**src/rtl/bxr_pkg.sv**
```systemverilog
package bxr_pkg;
  typedef enum logic [1:0] {
    BR_UNSUCC = 2'd0,
    BR_UNRES  = 2'd1,
    BR_SUCC   = 2'd2
  } br_state_e;
endpackage

```
**src/rtl/bxr_track.sv**
```systemverilog
// Outstanding-branch tracking: live group and stale (pre-exit) outcomes.
module bxr_track #(
  parameter int MAX_PEND = 8,
  localparam int CW = $clog2(MAX_PEND + 1)
) (
  input  logic clk_i,
  input  logic rst_ni,
  input  logic issue_i,
  input  logic res_valid_i,
  input  logic xfer_i,
  output logic res_live_o,
  output logic live_any_o
);
  logic [CW-1:0] live_q, drop_q, live_after, drop_after;
  logic          drop_hit;

  assign drop_hit   = res_valid_i && (drop_q != '0);
  assign res_live_o = res_valid_i && (drop_q == '0);
  assign live_after = live_q - CW'(res_live_o);
  assign drop_after = drop_q - CW'(drop_hit);
  assign live_any_o = (live_q != '0);

  always_ff @(posedge clk_i or negedge rst_ni) begin
    if (!rst_ni) begin
      live_q <= '0;
      drop_q <= '0;
    end else if (xfer_i) begin
      drop_q <= drop_after + live_after;
      live_q <= CW'(issue_i);
    end else begin
      drop_q <= drop_after;
      live_q <= live_after + CW'(issue_i);
    end
  end
endmodule

```
**src/rtl/bxr_eba.sv**
```systemverilog
// Effective target register with valid flag; clear wins over load.
module bxr_eba #(
  parameter int AW = 32
) (
  input  logic          clk_i,
  input  logic          rst_ni,
  input  logic          load_i,
  input  logic          clear_i,
  input  logic [AW-1:0] addr_i,
  output logic [AW-1:0] addr_o,
  output logic          valid_o
);
  always_ff @(posedge clk_i or negedge rst_ni) begin
    if (!rst_ni) begin
      addr_o  <= '0;
      valid_o <= 1'b0;
    end else if (clear_i) begin
      valid_o <= 1'b0;
    end else if (load_i && !valid_o) begin
      addr_o  <= addr_i;
      valid_o <= 1'b1;
    end
  end
endmodule

```
**src/rtl/bxr_exit.sv**
```systemverilog
module bxr_exit
  import bxr_pkg::*;
(
  input  br_state_e state_i,
  input  logic      exit_valid_i,
  output logic      stall_o,
  output logic      done_o,
  output logic      take_o
);
  always_comb begin
    stall_o = 1'b0;
    done_o  = 1'b0;
    take_o  = 1'b0;
    if (exit_valid_i) begin
      unique case (state_i)
        BR_UNRES: stall_o = 1'b1;
        BR_SUCC: begin
          done_o = 1'b1;
          take_o = 1'b1;
        end
        default: done_o = 1'b1;
      endcase
    end
  end
endmodule

```
**src/rtl/branch_exit_resolver.sv**
```systemverilog
module branch_exit_resolver
  import bxr_pkg::*;
#(
  parameter int AW       = 32,
  parameter int MAX_PEND = 8
) (
  input  logic          clk_i,
  input  logic          rst_ni,
  input  logic          br_issue_i,
  input  logic          br_res_valid_i,
  input  logic          br_res_taken_i,
  input  logic [AW-1:0] br_res_target_i,
  input  logic          exit_valid_i,
  output logic [1:0]    br_state_o,
  output logic          exit_stall_o,
  output logic          exit_done_o,
  output logic          exit_take_o,
  output logic [AW-1:0] exit_target_o
);
  br_state_e state;
  logic      res_live, live_any, eba_vld, xfer, load;

  bxr_track #(.MAX_PEND(MAX_PEND)) u_track (
    .clk_i      (clk_i),
    .rst_ni     (rst_ni),
    .issue_i    (br_issue_i),
    .res_valid_i(br_res_valid_i),
    .xfer_i     (xfer),
    .res_live_o (res_live),
    .live_any_o (live_any)
  );

  assign load = res_live && br_res_taken_i;

  bxr_eba #(.AW(AW)) u_eba (
    .clk_i  (clk_i),
    .rst_ni (rst_ni),
    .load_i (load),
    .clear_i(xfer),
    .addr_i (br_res_target_i),
    .addr_o (exit_target_o),
    .valid_o(eba_vld)
  );

  always_comb begin
    if (eba_vld)       state = BR_SUCC;
    else if (live_any) state = BR_UNRES;
    else               state = BR_UNSUCC;
  end

  bxr_exit u_exit (
    .state_i     (state),
    .exit_valid_i(exit_valid_i),
    .stall_o     (exit_stall_o),
    .done_o      (exit_done_o),
    .take_o      (exit_take_o)
  );

  assign xfer       = exit_take_o;
  assign br_state_o = state;
endmodule

```
**config.mk**
```make
export PLATFORM = sky130hd
export DESIGN_NAME = branch_exit_resolver
export DESIGN_NICKNAME = d
export VERILOG_FILES = /design/src/rtl/bxr_pkg.sv /design/src/rtl/bxr_track.sv /design/src/rtl/bxr_eba.sv /design/src/rtl/bxr_exit.sv /design/src/rtl/branch_exit_resolver.sv
export SDC_FILE = /design/constraint.sdc
export NUM_CORES = 1
export LEC_CHECK = 0
export BUFFER_PORTS_ARGS = -buffer_cell sky130_fd_sc_hd__buf_2
export CORE_MARGIN = 4
export CORE_UTILIZATION = 48
export CTS_CLUSTER_SIZE = 20
export DETAILED_ROUTE_END_ITERATION = 16
export GPL_TIMING_DRIVEN = 0
export PLACE_DENSITY = 0.88
export SKIP_LAST_GASP = 1
export SYNTH_ARGS = -nofsm -noshare
export SYNTH_HDL_FRONTEND = slang
export SYNTH_SLANG_ARGS = --single-unit
```
**constraint.sdc**
```tcl
create_clock -name clk_i -period 3.3 [get_ports clk_i]
set_clock_uncertainty 0.05 [all_clocks]
set_input_delay 0.165 -clock clk_i [delete_from_list [all_inputs] [get_ports clk_i]]
set_output_delay 0.165 -clock clk_i [all_outputs]
set_load 0.1 [all_outputs]
```
==> impl_metrics.yaml, run 1 <==
sta:
  hold_viol_final: 0
  setup_ws_ns: 0.589
  tightest_slew_ns: 0.869
  maxSlewViolCount: 0
  fmax_mhz: 369
  tns_ns: 0
  rsz0062_at_grt: "no"
  period_minus_slack_ns: 2.71
  fin_crit_sh_pct: 82.1
  setup_viol: 0
  holdWs_ns: 0.0505
  slew_headroom_pct: 42.1
global_routing:
  grt_usage_pct: 15.8
  grt-ovfl-total: 0
  antenna_found_initial: 0
  first_global_vias: 1245
  grt_max_degree: 42
  grt_pass1_wl_mm: 6.25
cts:
  cts-resized-gates: 0
  cts_root_buffer: "clkbuf_8"
  clk_latency_ns: 0.28
  cts_buffer_depth: 2
  tritoncts: "yes"
  clk_pin_slew_ns: 0.07
  htreeDepth: 2
  cts_sinks: 41
  cts_buffers: 5
critical_path:
  crit_fanout: 3
  required_ns: 3.42
  arrival_ns: 2.83
  crit_path_start_kind: "flip-flop"
  cp-end-kind: "flip-flop"
  path_class: "flip-flop to flip-flop"
die:
  die_y_um: 72.0
  num_rows: 22
  pin_count: 75
  die_w_um: 72.0
  initial_utilization_pct: 51.7
  coreArea_mm2: 0.00380
  die_area_mm2: 0.00518
layout:
  antennaDiodeCount: 0
  filler_cell_count: 296
  final_layout_size_suffix_gt1_share_pct: 57.2
  syn2layout_area_growth_pct: 26.8
  finish.net_count: 262
hold_path:
  min_path_type: "input port to flip-flop"
placement:
  place.port_buffers: 74
  dpl.hpwl_mm: 3.06
  dp_slack_ns: 0.686
  place_congestion: 0.781
detailed_routing:
  via_count: 1281
  routed_wl_mm: 3.88
  drt_iter0_drc: 43
  first_pass_iters: 4
  vias_per_cell: 4.87
  post-route-drc-count: 0
  ant_nets: 0
  wl_per_cell_um: 14.8
logic_synthesis:
  syn-cell-area_mm2: 0.00196
  yosysUniqueCellTypes: 26
  synth_xor_area_share_pct: 4.01
  synth.largest_area_cell: "dfrtp_1"
  synth_edf_count: 0
  syn_nets: 180
  synth_top_family_by_area: "multiplexers"
  synthMuxAreaShare_pct: 25.5
  synthSimpleGateAreaFrac_pct: 6.56
  synthFlopType: "dfrtp_1"
  synth_top_area_share_pct: 52.2
  ys_warn_count: 0
  seq_area_frac_synth_pct: 52.2
  synth_adder_area_share_pct: 6.75
  synthArstFlopShare_pct: 100
  syn_area_per_cell_um2: 14.9
  synth-compound-area-share_pct: 1.27
  syn_inst: 132
  ys_seq_elements: 41
  synth.area.top_cells: "dfrtp_1 52%, mux2_4 22%, ha_1 5.7%"
run:
  maxCapViolations: 0
outcome:
  status: "finished clean"
## synth_stat cells (2+ instances only)
library cell,count
a21oi_1,4
ha_1,9
mux2_4,29
xnor2_1,4
dfrtp_1,41
mux2_2,5
and2_1,2
xor2_1,5
buf_6,3
nor2_1,6
inv_1,8
nand3_1,2
## layout make-up
class	count	area [um2]	area share [%]
tap	48	60.1	2.41
clock buffer	5	68.8	2.76
buffer	4	41.3	1.66
inverter	8	30.0	1.21
sequential	41	1030	41.2
clock inverter	3	17.5	0.703
timing repair buffer	75	380	15.3
multi-input combinational	79	867	34.8
## per-stage QoR
| step | std cells | utilization (%) | area [um2] |
|---|---|---|---|
| 4_1_cts | 263 | 65.6 | 2490 |
| 2_1_floorplan | 132 | - | 1960 |
| 6_report | 263 | 65.6 | 2490 |
| 5_1_grt | 263 | 65.6 | 2490 |
| 3_5_place_dp | 254 | 63.0 | 2390 |
| 3_3_place_gp | 254 | 63.0 | 2390 |
## metal layers
| layer | vias to the layer above | global-route usage, % | routed length (um) |
|---|---|---|---|
| met4 | 0 | 6.89 | 89 |
| li1 | 610 | - | - |
| met3 | 8 | 3.88 | 308 |
| met1 | 611 | 20.1 | 1590 |
| met2 | 52 | 25.6 | 1900 |
| met5 | - | 0 | 0 |
## placed cells by master (no fill, tap or decap)
master / n
xor2_1: 5
buf_4: 1
dlygate4sd3_1: 1
nor4_1: 1
nand2b_1: 1
nor4_2: 1
clkinvlp_4: 1
nor2_1: 6
dfrtp_1: 41
mux2_2: 5
clkbuf_8: 5
nand2_1: 1
nand3_1: 2
mux2i_1: 1
a21oi_1: 4
ha_1: 9
and2_1: 2
nand3_4: 1
buf_6: 3
fa_1: 1
inv_1: 8
nor3b_1: 1
mux2_4: 29
and3b_1: 1
xnor2_1: 4
nor2b_1: 1
and2b_1: 1
and2_2: 1
clkinv_2: 2
buf_2: 74
o21ai_0: 1
## cell families (layout without fill, tap and decap cells)
logic type | Yosys count | after routing
adders and majority gates | 10 | 10
xor gates and xnor gates | 9 | 9
muxes | 35 | 35
buffers and inverters | 12 | 95
DFF | 41 | 41
and+or+nand+nor | 20 | 20
AOI/OAI and AO/OA | 5 | 5
## repair_timing
action | 4_1_cts | 5_1_grt
buffers inserted | 0 | 0
endpoints found under the hold margin | 41 | 0
hold buffers | 1 | 0
## flip-flops by register name, indices dropped and copies added, names as in the netlist
signal and count:
u_eba.addr_o 32, u_track.drop_q 4, u_track.live_q 4, u_eba.valid_o 1
## worst max-delay path, stage by stage (launching register included)
cell and delay [ns]:
dfrtp_1 0.41, nor4_2 0.29, and2_2 0.23, ha_1 0.17
ha_1 0.16, xor2_1 0.30, ha_1 0.34, a21oi_1 0.24
and3b_1 0.20, mux2i_1 0.08, xnor2_1 0.14
## final timing paths
check | start | to | slack [ns] | cells after the start
worst max-delay path | u_track.drop_q[1] | u_track.drop_q[3] | 0.59 | 10
worst min-delay path | exit_valid_i | u_eba.valid_o | 0.05 | 2
worst max register to register | u_track.drop_q[1] | u_track.drop_q[3] | 0.59 | 10
worst min register to register | u_eba.addr_o[17] | u_eba.addr_o[17] | 0.46 | 1
max in group asynchronous | rst_ni | u_eba.addr_o[12] | 2.17 | 2
min in group asynchronous | rst_ni | u_eba.addr_o[21] | 0.49 | 2
Power of run 1 is not shown: default switching activity piles up to over one toggle a cycle in this logic, so the estimate is an artifact.
==> run 2, diff against run 1 <==
--- a/config.mk
+++ b/config.mk
@@ -7,11 +7,11 @@
 export LEC_CHECK = 0
 export BUFFER_PORTS_ARGS = -buffer_cell sky130_fd_sc_hd__buf_2
 export CORE_MARGIN = 4
-export CORE_UTILIZATION = 48
+export CORE_UTILIZATION = 44
 export CTS_CLUSTER_SIZE = 20
 export DETAILED_ROUTE_END_ITERATION = 16
 export GPL_TIMING_DRIVEN = 0
-export PLACE_DENSITY = 0.88
+export PLACE_DENSITY = 0.85
 export SKIP_LAST_GASP = 1
 export SYNTH_ARGS = -nofsm -noshare
 export SYNTH_HDL_FRONTEND = slang
==> constraint.sdc (replaced) <==
create_clock -name clk_i -period 2.26 [get_ports clk_i]
set_clock_uncertainty 0.05 [all_clocks]
set_input_delay 0.113 -clock clk_i [delete_from_list [all_inputs] [get_ports clk_i]]
set_output_delay 0.113 -clock clk_i [all_outputs]
set_load 0.1 [all_outputs]
==> run 2 against run 1 <==
Against the previous run:
- the flow now finishes with violations (negative setup slack)
- first-iteration DRC count grew 67%
- fmax grew 14%
- global-route usage grew 0.31 points
- clock-buffer cell count grew 1
==> impl_metrics.yaml, run 2 (synthesis gave the netlist of run 1 again) <==
layout:
  mostFrequentLayoutCell: "buf_2"
  antennaDiodeCount: 0
  stdcell_area_mm2: 0.00286
  reg.largest.list: "u_eba.addr_o: 32 flops, u_track.drop_q: 4 flops, u_track.live_q: 4 flops"
  syn2layout_area_growth_pct: 45.7
  largest_register: "u_eba.addr_o"
  mostFrequentLayoutCells: "74 x buf_2, 40 x dfrtp_1, 29 x mux2_4"
  finish.net_count: 286
  largest_reg_flops: 32
  final_layout_size_suffix_gt1_share_pct: 61.1
global_routing:
  grt_usage_pct: 16.1
  grt-ovfl-total: 0
  first_global_vias: 1475
  grt_max_degree: 42
  grt_pass1_wl_mm: 6.93
  antenna_found_initial: 0
cts:
  tritoncts: "yes"
  clk_pin_slew_ns: 0.08
  cts_sinks: 41
  cts_buffers: 5
  htreeDepth: 2
  cts_buffer_depth: 2
  clk_latency_ns: 0.28
  cts_root_buffer: "clkbuf_8"
sta:
  period_minus_slack_ns: 2.37
  maxSlewViolCount: 0
  setup_ws_ns: -0.108
  fmax_mhz: 422
  tns_ns: -0.213
  fin_crit_sh_pct: 105
  slew_headroom_pct: 40.0
  setup_viol: 3
  holdWs_ns: 0.00735
  hold_viol_final: 0
  tightest_slew_ns: 0.901
  rsz0062_at_grt: "yes"
critical_path:
  r2r_setup_slack_ns: -0.11
  r2r-end: "u_track.drop_q[1]"
  crit_fanout: 3
  path_cells: "nor4_4, and2b_1, ha_1, inv_2, ha_2, fa_2, mux2_2"
  critPathSlowestCell: "dfrtp_2"
  required_ns: 2.38
  max_stage_delay_ns: 0.44
  arrival_ns: 2.49
  crit_end: "u_track.drop_q[1]"
  rr_worst_depth: 7
  crit_path_start_kind: "flip-flop"
  path_class: "flip-flop to flip-flop"
  crit_path_start: "u_track.drop_q[2]"
  cp-end-kind: "flip-flop"
  r2r_start: "u_track.drop_q[2]"
detailed_routing:
  first_pass_iters: 4
  post-route-drc-count: 0
  vias_per_cell: 4.81
  ant_nets: 0
  routed_wl_mm: 4.54
  wl_per_cell_um: 15.6
  drt_iter0_drc: 72
  via_count: 1401
placement:
  post_dp_cell_area_mm2: 0.00244
  dpl.hpwl_mm: 2.96
  dp_slack_ns: -0.216
  place.port_buffers: 74
  place_congestion: 0.742
die:
  num_rows: 24
  pin_count: 75
  die_w_um: 74.8
  die_area_mm2: 0.00560
  coreArea_mm2: 0.00432
  initial_utilization_pct: 45.4
  die_y_um: 74.8
hold_path:
  min_path_type: "input port to flip-flop"
  hold_start: "exit_valid_i"
outcome:
  violations: "negative setup slack"
  status: "complete, but fails checks"
run:
  maxCapViolations: 0
[run 2: how the worst min path moves through the flow]
stage,endpoint,slack [ns],depth (start not counted)
after floorplan,u_eba.addr_o[0],-0.23,0
final,u_eba.valid_o,0.007,2
after CTS,u_eba.addr_o[26],0.0002,2
after detailed placement,u_eba.addr_o[0],0.25,1
after global placement,u_eba.addr_o[0],0.23,1
after global routing,u_eba.addr_o[30],-0.003,2
[run 2: final cells by class]
type	count	area [um2]
Clock buffer	6	82.6
Inverter	8	30.0
Tap cell	52	65.1
Timing Repair Buffer	99	603
Fill cell	323	1460
Sequential cell	41	1030
Clock inverter	2	37.5
Buffer	4	41.3
Multi-Input combinational cell	79	976
[run 2: timing repair]
item	CTS	global route
endpoints found under the setup margin	3	3
resized for setup	5	6
hold endpoints to repair	55	3
pin swaps	5	4
hold buffers	15	3
setup buffers	4	3
[run 2: worst max-delay path: cells and delay by family (launching register included)]
kind                     cells  cell delay, ns
AND/OR/NAND/NOR              2            0.52
buffers and inverters        1            0.07
adder cells (fa/ha/maj)      3            0.92
flip-flops                   1            0.44
multiplexers                 1            0.27
[run 2: per-stage QoR]
| stage | cells | util [%] |
|---|---|---|
| CTS | 285 | 64.4 |
| floorplan | 132 | - |
| finish | 291 | 66.2 |
| global placement | 258 | 56.5 |
| detailed placement | 258 | 56.5 |
| global route | 291 | 66.2 |
[run 2: per-layer routing]
layer	track usage [%]	vias up	wire, um
met5	0	-	0
met4	2.96	0	22
met3	3.74	5	341
met2	29.5	51	2390
met1	19.4	689	1790
li1	-	656	-
Power of run 2 is left out for the same reason.
==> run 3, diff against run 2 <==
--- a/config.mk
+++ b/config.mk
@@ -6,12 +6,12 @@
 export NUM_CORES = 1
 export LEC_CHECK = 0
 export BUFFER_PORTS_ARGS = -buffer_cell sky130_fd_sc_hd__buf_2
-export CORE_MARGIN = 4
-export CORE_UTILIZATION = 44
+export CORE_MARGIN = 8
+export CORE_UTILIZATION = 40
 export CTS_CLUSTER_SIZE = 20
 export DETAILED_ROUTE_END_ITERATION = 16
 export GPL_TIMING_DRIVEN = 0
-export PLACE_DENSITY = 0.85
+export PLACE_DENSITY = 0.79
 export SKIP_LAST_GASP = 1
 export SYNTH_ARGS = -nofsm -noshare
 export SYNTH_HDL_FRONTEND = slang
==> run 3 against run 2 <==
Against the previous run:
- the flow still finishes with violations (negative setup slack)
- fmax rose by 0.21%
- final cell count rose by 1.4%
- first-iteration DRC count shrank 19%
- sequential share of layout area rose by 0.32 points
- register-to-register slack hardly changed
- via count fell by 2.9%
- utilization down 6.1 points
- setup slack improved by 0.0049 ns
- global-route usage is 3.0 points lower
- cell area decreased by 0.87%
- sequential cell count stayed put
==> impl_metrics.yaml, run 3 (synthesis gave the netlist of run 1 again) <==
layout:
  largest_reg_flops: 32
  stdcell_area_mm2: 0.00284
  antennaDiodeCount: 0
  fin_cells: 295
  mostFrequentLayoutCell: "buf_2"
  reg.largest.list: "u_eba.addr_o: 32 flops, u_track.drop_q: 4 flops, u_track.live_q: 4 flops"
  finish.net_count: 276
  mostFrequentLayoutCells: "74 x buf_2, 40 x dfrtp_1, 30 x mux2_4"
  largest_register: "u_eba.addr_o"
  final_layout_size_suffix_gt1_share_pct: 65.8
  syn2layout_area_growth_pct: 44.5
die:
  die_w_um: 86.1
  die_area_mm2: 0.00741
  die_y_um: 86.1
  coreArea_mm2: 0.00472
  num_rows: 25
  pin_count: 75
  initial_utilization_pct: 41.6
cts:
  htreeDepth: 2
  tritoncts: "yes"
  clk_latency_ns: 0.29
  clk_pin_slew_ns: 0.08
  cts_sinks: 41
  cts_root_buffer: "clkbuf_8"
  cts_buffers: 5
  cts_buffer_depth: 2
sta:
  setup_ws_ns: -0.103
  fin_crit_sh_pct: 105
  slew_headroom_pct: 38.3
  tightest_slew_ns: 0.925
  tns_ns: -0.188
  maxSlewViolCount: 0
  period_minus_slack_ns: 2.36
  fmax_mhz: 423
  rsz0062_at_grt: "yes"
  setup_viol: 2
  hold_viol_final: 0
critical_path:
  path_class: "flip-flop to flip-flop"
  crit_path_start_kind: "flip-flop"
  path_cells: "nor4_4, and2b_2, ha_2, xor2_4, ha_4, nand3_4, and3b_1, mux2i_1, xnor2_1"
  cp_num_buf_inv: 0
  required_ns: 2.43
  critPathSlowestCell: "dfrtp_2"
  arrival_ns: 2.53
  cp-end-kind: "flip-flop"
  crit_fanout: 3
  path_delay_family: "simple AND/OR/NAND/NOR gates"
  max_stage_delay_ns: 0.44
detailed_routing:
  ant_nets: 0
  vias_per_cell: 4.61
  first_pass_iters: 4
  routed_wl_mm: 4.75
  via_count: 1361
  drt_iter0_drc: 58
  post-route-drc-count: 0
  wl_per_cell_um: 16.1
global_routing:
  grt_pass1_wl_mm: 7.65
  first_global_vias: 1512
  antenna_found_initial: 0
  grt_usage_pct: 13.0
  grt_max_degree: 42
  grt-ovfl-total: 0
hold_path:
  min_path_type: "input port to flip-flop"
placement:
  post_dp_cell_area_mm2: 0.00246
  dp_slack_ns: -0.229
  dpl.hpwl_mm: 3.27
  place_congestion: 0.751
  place.port_buffers: 74
  dp.cells: 273
outcome:
  violations: "negative setup slack"
  status: "complete, but fails checks"
run:
  maxCapViolations: 0
[run 3: cell type report]
type                            count  area (um2)
Fill cell                         361        1890
Multi-Input combinational cell     79        1040
Sequential cell                    41        1030
Timing Repair Buffer               89         503
Tap cell                           67        83.8
Clock buffer                        5        68.8
Buffer                              4        41.3
Clock inverter                      2        35.0
Inverter                            8        33.8
[run 3: worst reg2reg max path, stage by stage, from the launching register on]
cell     delay (ns)
dfrtp_2        0.44
nor4_4         0.29
and2b_2        0.28
ha_2           0.21
xor2_4         0.18
ha_4           0.29
nand3_4        0.07
and3b_1        0.18
mux2i_1        0.17
xnor2_1        0.13
[run 3: path summary, 6_finish.rpt]
kind                                          start                 to  slack (ns)  cells past startpoint
worst max-delay path              u_track.drop_q[2]  u_track.drop_q[3]       -0.10                      9
worst min-delay path            br_res_target_i[16]   u_eba.addr_o[16]       0.006                      2
worst max register to register    u_track.drop_q[2]  u_track.drop_q[3]       -0.10                      9
worst min register to register     u_eba.addr_o[26]   u_eba.addr_o[26]        0.46                      1
max in group asynchronous                    rst_ni  u_track.drop_q[2]        1.06                      2
min in group asynchronous                    rst_ni   u_eba.addr_o[23]        0.47                      2
[run 3: stage by stage]
| step | hold WS [ns] | utilization, % |
|---|---|---|
| final | 0.00643 | 60.1 |
| after floorplan | -0.233 | - |
| after global placement | 0.239 | 52.1 |
| after global routing | 0.000879 | 60.1 |
| after detailed placement | 0.254 | 52.1 |
| after CTS | 0.000468 | 58.2 |
[run 3: timing repair]
| action | 4_1_cts | 5_1_grt |
|---|---|---|
| cloned | 0 | 0 |
| pin swaps | 8 | 6 |
| hold buffers | 6 | 2 |
| hold endpoints to repair | 46 | 2 |
| setup buffers | 5 | 2 |
| endpoints found under the setup margin | 3 | 3 |
| resized for setup | 14 | 8 |
[run 3: routing by layer]
metal	routed length, um	share of wire, %	track usage, %
met3	306	6.4	4.39
met4	53	1.1	3.34
met5	0	0	0
met1	2070	44	14.9
met2	2320	49	22.5
Power of run 3 is left out for the same reason.
